<file path="src/rtl/regfile_pkg.sv">
package regfile_pkg;

    localparam int BANK_W = 2;
    localparam int OFF_W  = 3;
    localparam int SEL_W  = 5;

    // status word bit positions
    localparam int PSW_CY  = 0;
    localparam int PSW_RB0 = 3;
    localparam int PSW_RB1 = 5;
    localparam int PSW_Z   = 6;

    typedef enum logic [3:0] {
        K_NONE, K_BYTE, K_PAIR, K_SP, K_PSW, K_CS, K_ES, K_PMC, K_BAD
    } sel_kind_e;

    typedef struct packed {
        sel_kind_e         kind;
        logic [OFF_W-1:0]  idx;
    } sel_t;

    typedef enum logic [2:0] {
        CC_T, CC_F, CC_C, CC_NC, CC_H, CC_NH, CC_Z, CC_NZ
    } cond_e;

    function automatic sel_t decode_sel(input logic [SEL_W-1:0] s);
        sel_t r;
        r.idx  = s[OFF_W-1:0];
        r.kind = K_BAD;
        if (s == 5'h00)                  r.kind = K_NONE;
        else if (s[4:3] == 2'b01)        r.kind = K_BYTE;
        else if (s[4:2] == 3'b100)       r.kind = K_PAIR;
        else if (s == 5'h18)             r.kind = K_SP;
        else if (s == 5'h19)             r.kind = K_PSW;
        else if (s == 5'h1A)             r.kind = K_CS;
        else if (s == 5'h1B)             r.kind = K_ES;
        else if (s == 5'h1C)             r.kind = K_PMC;
        return r;
    endfunction

endpackage

</file>
<file path="src/rtl/rf_bank_store.sv">
module rf_bank_store #(
    parameter int        BANKS   = 4,
    parameter int        REGS    = 8,
    parameter logic [7:0] RST_VAL = 8'h11,
    localparam int       SLOTS   = BANKS * REGS,
    localparam int       AW      = $clog2(SLOTS),
    localparam int       BW      = $clog2(BANKS),
    localparam int       OW      = $clog2(REGS)
) (
    input  logic          clk,
    input  logic          rst,
    input  logic [BW-1:0] bank,
    input  logic [OW-1:0] rd_off_lo,
    input  logic [OW-1:0] rd_off_hi,
    output logic [7:0]    rd_lo,
    output logic [7:0]    rd_hi,
    input  logic          we_lo,
    input  logic [OW-1:0] wr_off_lo,
    input  logic [7:0]    wd_lo,
    input  logic          we_hi,
    input  logic [OW-1:0] wr_off_hi,
    input  logic [7:0]    wd_hi
);
    logic [7:0] mem [SLOTS];

    // banks are laid out in reverse: bank n lives in slot group (BANKS-1-n)
    function automatic logic [AW-1:0] slot_of(input logic [BW-1:0] b, input logic [OW-1:0] o);
        return AW'((BANKS - 1 - int'(b)) * REGS + int'(o));
    endfunction

    logic [AW-1:0] ws_lo, ws_hi;
    assign ws_lo = slot_of(bank, wr_off_lo);
    assign ws_hi = slot_of(bank, wr_off_hi);
    assign rd_lo = mem[slot_of(bank, rd_off_lo)];
    assign rd_hi = mem[slot_of(bank, rd_off_hi)];

    for (genvar i = 0; i < SLOTS; i++) begin : g_slot
        always_ff @(posedge clk) begin
            if (rst)
                mem[i] <= RST_VAL;
            else if (we_lo && ws_lo == AW'(i))
                mem[i] <= wd_lo;
            else if (we_hi && ws_hi == AW'(i))
                mem[i] <= wd_hi;
        end
    end
endmodule

</file>
<file path="src/rtl/rf_cond_eval.sv">
module rf_cond_eval
    import regfile_pkg::*;
(
    input  logic [7:0]  psw,
    input  logic [2:0]  cond_sel,
    input  logic [15:0] cond_val,
    output logic        cond_true
);
    logic z, cy;
    assign z  = psw[PSW_Z];
    assign cy = psw[PSW_CY];

    always_comb begin
        unique case (cond_e'(cond_sel))
            CC_T:    cond_true = (cond_val != 16'h0);
            CC_F:    cond_true = (cond_val == 16'h0);
            CC_C:    cond_true = cy;
            CC_NC:   cond_true = !cy;
            CC_H:    cond_true = !(z | cy);
            CC_NH:   cond_true = z | cy;
            CC_Z:    cond_true = z;
            default: cond_true = !z;
        endcase
    end
endmodule

</file>
<file path="src/rtl/banked_regfile.sv">
module banked_regfile
    import regfile_pkg::*;
#(
    parameter logic [7:0]  RST_BYTE = 8'h11,
    parameter logic [7:0]  RST_PSW  = 8'h06,
    parameter logic [7:0]  RST_ES   = 8'h0F,
    parameter logic [7:0]  RST_CS   = 8'h00,
    parameter logic [7:0]  RST_PMC  = 8'h00,
    parameter logic [15:0] RST_SP   = 16'h0000
) (
    input  logic        clk,
    input  logic        rst,
    input  logic [4:0]  rd_sel,
    output logic [15:0] rd_data,
    input  logic        wr_en,
    input  logic [4:0]  wr_sel,
    input  logic [15:0] wr_data,
    input  logic [2:0]  cond_sel,
    input  logic [15:0] cond_val,
    output logic        cond_true,
    output logic        sp_fixup,
    output logic        sel_err
);
    localparam int NBANK = 1 << BANK_W;
    localparam int NREG  = 1 << OFF_W;

    logic [7:0]  psw_q, cs_q, es_q, pmc_q;
    logic [15:0] sp_q;
    sel_t        rs, ws;
    logic [BANK_W-1:0] bank;
    logic [OFF_W-1:0]  rd_off_lo, rd_off_hi, wr_off_lo, wr_off_hi;
    logic [7:0]  rd_lo, rd_hi;
    logic        we_lo, we_hi, wr_ok;

    assign rs   = decode_sel(rd_sel);
    assign ws   = decode_sel(wr_sel);
    assign bank = {psw_q[PSW_RB1], psw_q[PSW_RB0]};

    // pair p: low byte at offset 2p, high byte at 2p+1
    assign rd_off_lo = (rs.kind == K_PAIR) ? {rs.idx[1:0], 1'b0} : rs.idx;
    assign rd_off_hi = {rs.idx[1:0], 1'b1};
    assign wr_off_lo = (ws.kind == K_PAIR) ? {ws.idx[1:0], 1'b0} : ws.idx;
    assign wr_off_hi = {ws.idx[1:0], 1'b1};

    assign wr_ok = wr_en && (ws.kind != K_NONE) && (ws.kind != K_BAD);
    assign we_lo = wr_ok && (ws.kind == K_BYTE || ws.kind == K_PAIR);
    assign we_hi = wr_ok && (ws.kind == K_PAIR);

    rf_bank_store #(.BANKS(NBANK), .REGS(NREG), .RST_VAL(RST_BYTE)) i_store (
        .clk(clk), .rst(rst), .bank(bank),
        .rd_off_lo(rd_off_lo), .rd_off_hi(rd_off_hi),
        .rd_lo(rd_lo), .rd_hi(rd_hi),
        .we_lo(we_lo), .wr_off_lo(wr_off_lo), .wd_lo(wr_data[7:0]),
        .we_hi(we_hi), .wr_off_hi(wr_off_hi), .wd_hi(wr_data[15:8])
    );

    rf_cond_eval i_cond (
        .psw(psw_q), .cond_sel(cond_sel), .cond_val(cond_val), .cond_true(cond_true)
    );

    always_ff @(posedge clk) begin
        if (rst) begin
            psw_q <= RST_PSW;
            cs_q  <= RST_CS;
            es_q  <= RST_ES;
            pmc_q <= RST_PMC;
            sp_q  <= RST_SP;
        end else if (wr_ok) begin
            unique case (ws.kind)
                K_SP:    sp_q  <= {wr_data[15:1], 1'b0};
                K_PSW:   psw_q <= wr_data[7:0];
                K_CS:    cs_q  <= wr_data[7:0];
                K_ES:    es_q  <= wr_data[7:0];
                K_PMC:   pmc_q <= wr_data[7:0];
                default: ;
            endcase
        end
    end

    always_comb begin
        unique case (rs.kind)
            K_BYTE:  rd_data = {8'h00, rd_lo};
            K_PAIR:  rd_data = {rd_hi, rd_lo};
            K_SP:    rd_data = sp_q;
            K_PSW:   rd_data = {8'h00, psw_q};
            K_CS:    rd_data = {8'h00, cs_q};
            K_ES:    rd_data = {8'h00, es_q};
            K_PMC:   rd_data = {8'h00, pmc_q};
            default: rd_data = 16'h0000;
        endcase
    end

    assign sp_fixup = wr_ok && (ws.kind == K_SP) && wr_data[0];
    assign sel_err  = (rs.kind == K_BAD) ||
                      (wr_en && (ws.kind == K_NONE || ws.kind == K_BAD));


    sp_even_chk: assert property (@(posedge clk) disable iff (rst) !sp_q[0]);


    sp_fixup_store_chk: assert property (@(posedge clk) disable iff (rst)
        sp_fixup |=> (sp_q == ($past(wr_data) & 16'hFFFE)));


    bank_switch_chk: assert property (@(posedge clk) disable iff (rst)
        (wr_en && wr_sel == 5'h19) |=> (bank == {$past(wr_data[PSW_RB1]), $past(wr_data[PSW_RB0])}));


    bad_write_hold_chk: assert property (@(posedge clk) disable iff (rst)
        (wr_en && sel_err && (rs.kind != K_BAD)) |=>
        ($stable(psw_q) && $stable(sp_q) && $stable(cs_q) && $stable(es_q) && $stable(pmc_q)));


    bad_read_zero_chk: assert property (@(posedge clk) disable iff (rst)
        (rs.kind == K_BAD) |-> (rd_data == 16'h0000 && sel_err));
endmodule

</file>
<file path="config.mk">
export PLATFORM = sky130hd
export DESIGN_NAME = banked_regfile
export DESIGN_NICKNAME = d
export VERILOG_FILES = /design/src/rtl/regfile_pkg.sv /design/src/rtl/rf_bank_store.sv /design/src/rtl/rf_cond_eval.sv /design/src/rtl/banked_regfile.sv
export SDC_FILE = /design/constraint.sdc
export NUM_CORES = 1
export LEC_CHECK = 0
export ABC_AREA = 0
export BUFFER_PORTS_ARGS = -buffer_cell sky130_fd_sc_hd__clkbuf_2
export CAP_MARGIN = 20
export CORE_ASPECT_RATIO = 2
export CORE_MARGIN = 5
export CORE_UTILIZATION = 59
export DETAILED_ROUTE_END_ITERATION = 12
export PLACE_DENSITY = 0.77
export SKIP_CTS_REPAIR_TIMING = 1
export SLEW_MARGIN = 40
export SYNTH_ARGS = -nofsm -noshare
export SYNTH_HDL_FRONTEND = slang
export SYNTH_SLANG_ARGS = --single-unit
</file>
<file path="constraint.sdc">
create_clock -name clk -period 3.7 [get_ports clk]
set_clock_uncertainty 0.1 [all_clocks]
set_input_delay 0.555 -clock clk [delete_from_list [all_inputs] [get_ports clk]]
set_output_delay 0.555 -clock clk [all_outputs]
set_load 0.005 [all_outputs]
</file>
==> impl_results.html <==
<table>
<tr><th>Metric</th><th>Value</th></tr>
<tr><th colspan="2">Clock tree</th></tr>
<tr><td>Clock Latency Late Sink</td><td>0.56 ns</td></tr>
<tr><td>Sink Count</td><td>just over 300</td></tr>
<tr><td>Clock transition at the registers of the reported paths</td><td>roughly 0.07 ns</td></tr>
<tr><td>Cts bufs inserted</td><td>26</td></tr>
<tr><td>Longest Clk Path Bufs</td><td>3</td></tr>
<tr><td>CTS tree</td><td>yes</td></tr>
<tr><td>Cell at the root of the clock tree</td><td>sky130_fd_sc_hd__clkbuf_16</td></tr>
<tr><td>Deepest level of the CTS H-tree</td><td>1</td></tr>
<tr><th colspan="2">Worst hold path</th></tr>
<tr><td>Type of the worst min-delay path</td><td>flip-flop to flip-flop</td></tr>
<tr><td>Origin of the worst min-delay path</td><td>sp_q[3]</td></tr>
<tr><td>Cells on Worst Hold Path</td><td>2</td></tr>
<tr><td>Endpoint, Worst Hold</td><td>sp_q[3]</td></tr>
<tr><th colspan="2">Global routing</th></tr>
<tr><td>Pin count of the biggest net entering global routing</td><td>42</td></tr>
<tr><td>Initial antenna violation count</td><td>0</td></tr>
<tr><td>Number of global-route vias before repair</td><td>approximately 14k</td></tr>
<tr><td>Global-route wire length before repair</td><td>100400 um</td></tr>
<tr><td>GR Util All Layers</td><td>between 40% and 50%</td></tr>
<tr><td>Remaining global-route overflow</td><td>0</td></tr>
<tr><th colspan="2">Worst setup path</th></tr>
<tr><td>Critical Path Sink Type</td><td>primary output</td></tr>
<tr><td>Worst R2R Start</td><td>psw_q[3]</td></tr>
<tr><td>R2R depth</td><td>5</td></tr>
<tr><td>Flop-to-flop setup slack</td><td>between 1 and 1.5 ns</td></tr>
<tr><td>Critical R2R Capture</td><td>i_store.mem[1][3]</td></tr>
<tr><td>Required time at the worst-slack endpoint</td><td>between 3 and 4 ns</td></tr>
<tr><td>Startpoint class of the critical path</td><td>input port</td></tr>
<tr><td>Highest fanout seen on the critical path</td><td>13</td></tr>
<tr><td>Crit path arrival time</td><td>~3.0 ns</td></tr>
<tr><td>Type of the worst setup path</td><td>input port to primary output</td></tr>
<tr><th colspan="2">Synth</th></tr>
<tr><td>Mapped Cells</td><td>~1.5k</td></tr>
<tr><td>Distinct cells, synth</td><td>74</td></tr>
<tr><td>Async S/R FF share, synth</td><td>0%</td></tr>
<tr><td>Synth warn</td><td>0</td></tr>
<tr><td>Mean post-synth cell area</td><td>11.12 um^2</td></tr>
<tr><td>EDFF count, synth</td><td>about 260</td></tr>
<tr><td>Post-synthesis net count</td><td>about 1.6k</td></tr>
<tr><td>Synthesis-stage register bit count</td><td>roughly 300</td></tr>
<tr><td>Post-Synthesis Cell Area</td><td>17020 um^2</td></tr>
<tr><td>Yosys top cell by area</td><td>sky130_fd_sc_hd__edfxtp_1</td></tr>
<tr><td>Cells taking the most area after synthesis</td><td>sky130_fd_sc_hd__edfxtp_1 45%, sky130_fd_sc_hd__mux4_2 6.2%, sky130_fd_sc_hd__dfxtp_1 5.5%</td></tr>
<tr><td>Most instantiated flip-flop cell in the synthesis netlist</td><td>sky130_fd_sc_hd__edfxtp_1</td></tr>
<tr><td>Area share of the leading cell type in the synthesized netlist</td><td>~45%</td></tr>
<tr><td>Seq/Total Area, Yosys</td><td>about 51%</td></tr>
<tr><th colspan="2">Die</th></tr>
<tr><td>Number of top-level design ports</td><td>67</td></tr>
<tr><td>FP Rows</td><td>between 80 and 90</td></tr>
<tr><td>Chip height</td><td>250.2 um</td></tr>
<tr><td>Std-Cell Core Area</td><td>~29000 um^2</td></tr>
<tr><td>Width of the chip</td><td>~130 um</td></tr>
<tr><td>Area of the die</td><td>about 33000 um^2</td></tr>
<tr><td>Initial Util</td><td>59.45%</td></tr>
<tr><th colspan="2">STA</th></tr>
<tr><td>Max transition margin</td><td>roughly 37%</td></tr>
<tr><td>Clock period minus final worst setup slack</td><td>3.619 ns</td></tr>
<tr><td>Pin slew with the least headroom to its limit</td><td>approximately 0.94 ns</td></tr>
<tr><td>Unrepaired setup endpoints after global routing</td><td>false</td></tr>
<tr><td>Setup-failing EPs final</td><td>0</td></tr>
<tr><td>Max-slew violations</td><td>0</td></tr>
<tr><td>Share of the clock period used by the worst path after layout</td><td>97.82%</td></tr>
<tr><td>Final-layout worst hold slack</td><td>around 0.36 ns</td></tr>
<tr><td>Highest achievable clock rate</td><td>276.3 MHz</td></tr>
<tr><td>Fin. Hold Viols</td><td>0</td></tr>
<tr><th colspan="2">Finish</th></tr>
<tr><td>Seq. cell area</td><td>roughly 8600 um^2</td></tr>
<tr><td>Fraction of layout instances using a drive strength above 1</td><td>roughly 20%</td></tr>
<tr><td>Number of nets in the layout</td><td>1630</td></tr>
<tr><td>Area growth from synthesis to layout</td><td>11.49%</td></tr>
<tr><td>Final antenna diode count</td><td>0</td></tr>
<tr><td>Footprint of the multi-input gates</td><td>7671 um^2</td></tr>
<tr><td>Number of fill cells in the layout</td><td>2159</td></tr>
<tr><td>Final standard cell utilization of the core</td><td>between 60% and 70%</td></tr>
<tr><th colspan="2">Route</th></tr>
<tr><td>Per-cell routed wire length</td><td>approximately 36 um</td></tr>
<tr><td>Wirelength, routed</td><td>around 70000 um</td></tr>
<tr><td>Via density</td><td>7.538</td></tr>
<tr><td>Remaining routing DRC violations</td><td>0</td></tr>
<tr><td>Antenna-violating nets left</td><td>0</td></tr>
<tr><td>Total iterations of the first detailed-routing run</td><td>6</td></tr>
<tr><td>Number of vias in the routed layout</td><td>14.79k</td></tr>
<tr><td>Number of design-rule violations left by the first detailed-router iteration</td><td>approximately 1.9k</td></tr>
<tr><th colspan="2">Power and ir drop</th></tr>
<tr><td>Sum of internal, switching and leakage power</td><td>approximately 7700 uW</td></tr>
<tr><td>Pleak</td><td>0.006665 uW</td></tr>
<tr><td>Cell Pwr Density</td><td>slightly above 400 nW/um^2</td></tr>
<tr><td>Worst vdd ir</td><td>0.4777 mV</td></tr>
<tr><th colspan="2">Placed design</th></tr>
<tr><td>Total of buffers placed on input and output ports</td><td>66</td></tr>
<tr><td>Half-perimeter wire length of the detailed placement result</td><td>around 50000 um</td></tr>
<tr><td>Last weighted congestion value of the routability-driven placer</td><td>roughly 1.1</td></tr>
<tr><th colspan="2">Run</th></tr>
<tr><td>Max_cap viols</td><td>0</td></tr>
<tr><th colspan="2">Status</th></tr>
<tr><td>Run status</td><td>finished, final reports clean</td></tr>
</table>
cells in the final DEF (no fill, tap or decap), types with 16 or more instances in the layout:
cell type,n
sky130_fd_sc_hd__dfxtp_1,47
sky130_fd_sc_hd__nor2b_1,27
sky130_fd_sc_hd__edfxtp_1,256
sky130_fd_sc_hd__buf_4,120
sky130_fd_sc_hd__nor2_1,100
sky130_fd_sc_hd__mux4_2,47
sky130_fd_sc_hd__nand3_1,19
sky130_fd_sc_hd__and3_1,65
sky130_fd_sc_hd__mux2i_1,50
sky130_fd_sc_hd__nand2_1,121
sky130_fd_sc_hd__nor3_1,42
sky130_fd_sc_hd__a22o_1,105
sky130_fd_sc_hd__o22a_1,33
sky130_fd_sc_hd__and2_1,52
sky130_fd_sc_hd__clkbuf_16,28
sky130_fd_sc_hd__clkbuf_2,56
sky130_fd_sc_hd__o31ai_1,16
sky130_fd_sc_hd__a221oi_1,52
sky130_fd_sc_hd__a21oi_1,71
sky130_fd_sc_hd__or3_1,38
sky130_fd_sc_hd__o21ai_0,36
cells in the mapped netlist (all sizes together), types with 7 or more instances:
| library cell | count |
|---|---|
| a31oi | 15 |
| a22o | 105 |
| buf | 74 |
| nand3 | 19 |
| dfxtp | 47 |
| clkbuf | 91 |
| a211oi | 16 |
| mux2i | 51 |
| o32ai | 9 |
| nor3 | 49 |
| a21o | 10 |
| o22a | 33 |
| o22ai | 7 |
| a221oi | 52 |
| nand2 | 122 |
| nand2b | 13 |
| mux4 | 47 |
| nor2 | 106 |
| a21oi | 71 |
| edfxtp | 256 |
| and3 | 65 |
| and2 | 53 |
| a211o | 9 |
| o31ai | 16 |
| nor2b | 27 |
| o21bai | 9 |
| o21ai | 38 |
| o211ai | 8 |
| or3 | 39 |
worst max-delay path by stage:
| stage | slack [ns] | start | end |
|---|---|---|---|
| floorplan | 0.81 | rd_sel[0] | rd_data[10] |
| global placement | -0.02 | rd_sel[4] | rd_data[6] |
| detailed placement | 0.02 | rd_sel[4] | rd_data[6] |
| CTS | 0.01 | rd_sel[4] | rd_data[6] |
| global route | 0.0005 | rd_sel[4] | rd_data[3] |
| finish | 0.08 | rd_sel[4] | rd_data[2] |
flip-flops by register name, indices dropped and copies added (netlist names):
signal,flops
cs_q,8
es_q,8
i_store.mem,256
pmc_q,8
psw_q,8
sp_q,15
final cells by class:
class,instances,area share [%]
clock inverter,15,0.7122
inverter,5,0.09891
clock buffer,33,3.897
tap,360,2.374
timing repair buffer,188,7.016
sequential,303,45.47
multi-input combinational,1058,40.43
worst max-delay path, cell delays in order:
cell and delay, ns:
sky130_fd_sc_hd__clkbuf_2 0.10, sky130_fd_sc_hd__buf_4 0.17, sky130_fd_sc_hd__nor2b_1 0.50, sky130_fd_sc_hd__nor2_2 0.07, sky130_fd_sc_hd__buf_4 0.23, sky130_fd_sc_hd__a221oi_1 0.48, sky130_fd_sc_hd__nor3_1 0.11, sky130_fd_sc_hd__buf_4 0.17
sky130_fd_sc_hd__o32ai_1 0.28, sky130_fd_sc_hd__o31ai_1 0.16, sky130_fd_sc_hd__clkbuf_2 0.14
through the flow:
step           instances   TNS, ns  worst slack (ns)  area (um^2)
2_1_floorplan       1531         0            0.8112        17020
3_3_place_gp        1914  -0.02073          -0.02073        18070
3_5_place_dp        1914         0           0.02226        18090
4_1_cts             1962         0           0.01133        18960
5_1_grt             1962         0         0.0004881        18970
6_report            1962         0           0.08078        18970
metal layers:
layer	GRT usage, %	part of all wire [%]	up-vias
met5	0	0	-
met4	33.86	11	0
met3	4.759	9.3	306
met2	69.63	48	1174
met1	51.30	32	7223
li1	-	-	6087
power by group:
| group | internal, uW | leakage, uW | switching, uW |
|---|---|---|---|
| sequential | 3770 | 0.00285 | 59.4 |
| combinational | 309 | 0.00338 | 664 |
| clock | 1560 | 0.000430 | 1320 |
| total | 5640 | 0.00667 | 2040 |
cell families after synthesis:
family | Yosys count | synth area share (%)
simple gates | 516 | 15.64
xor+xnor | 2 | 0.1471
compound gates | 437 | 19.47
flops | 303 | 50.70
mux | 103 | 9.624
buf+inv | 170 | 4.418
(Power assumes the default switching activity.)
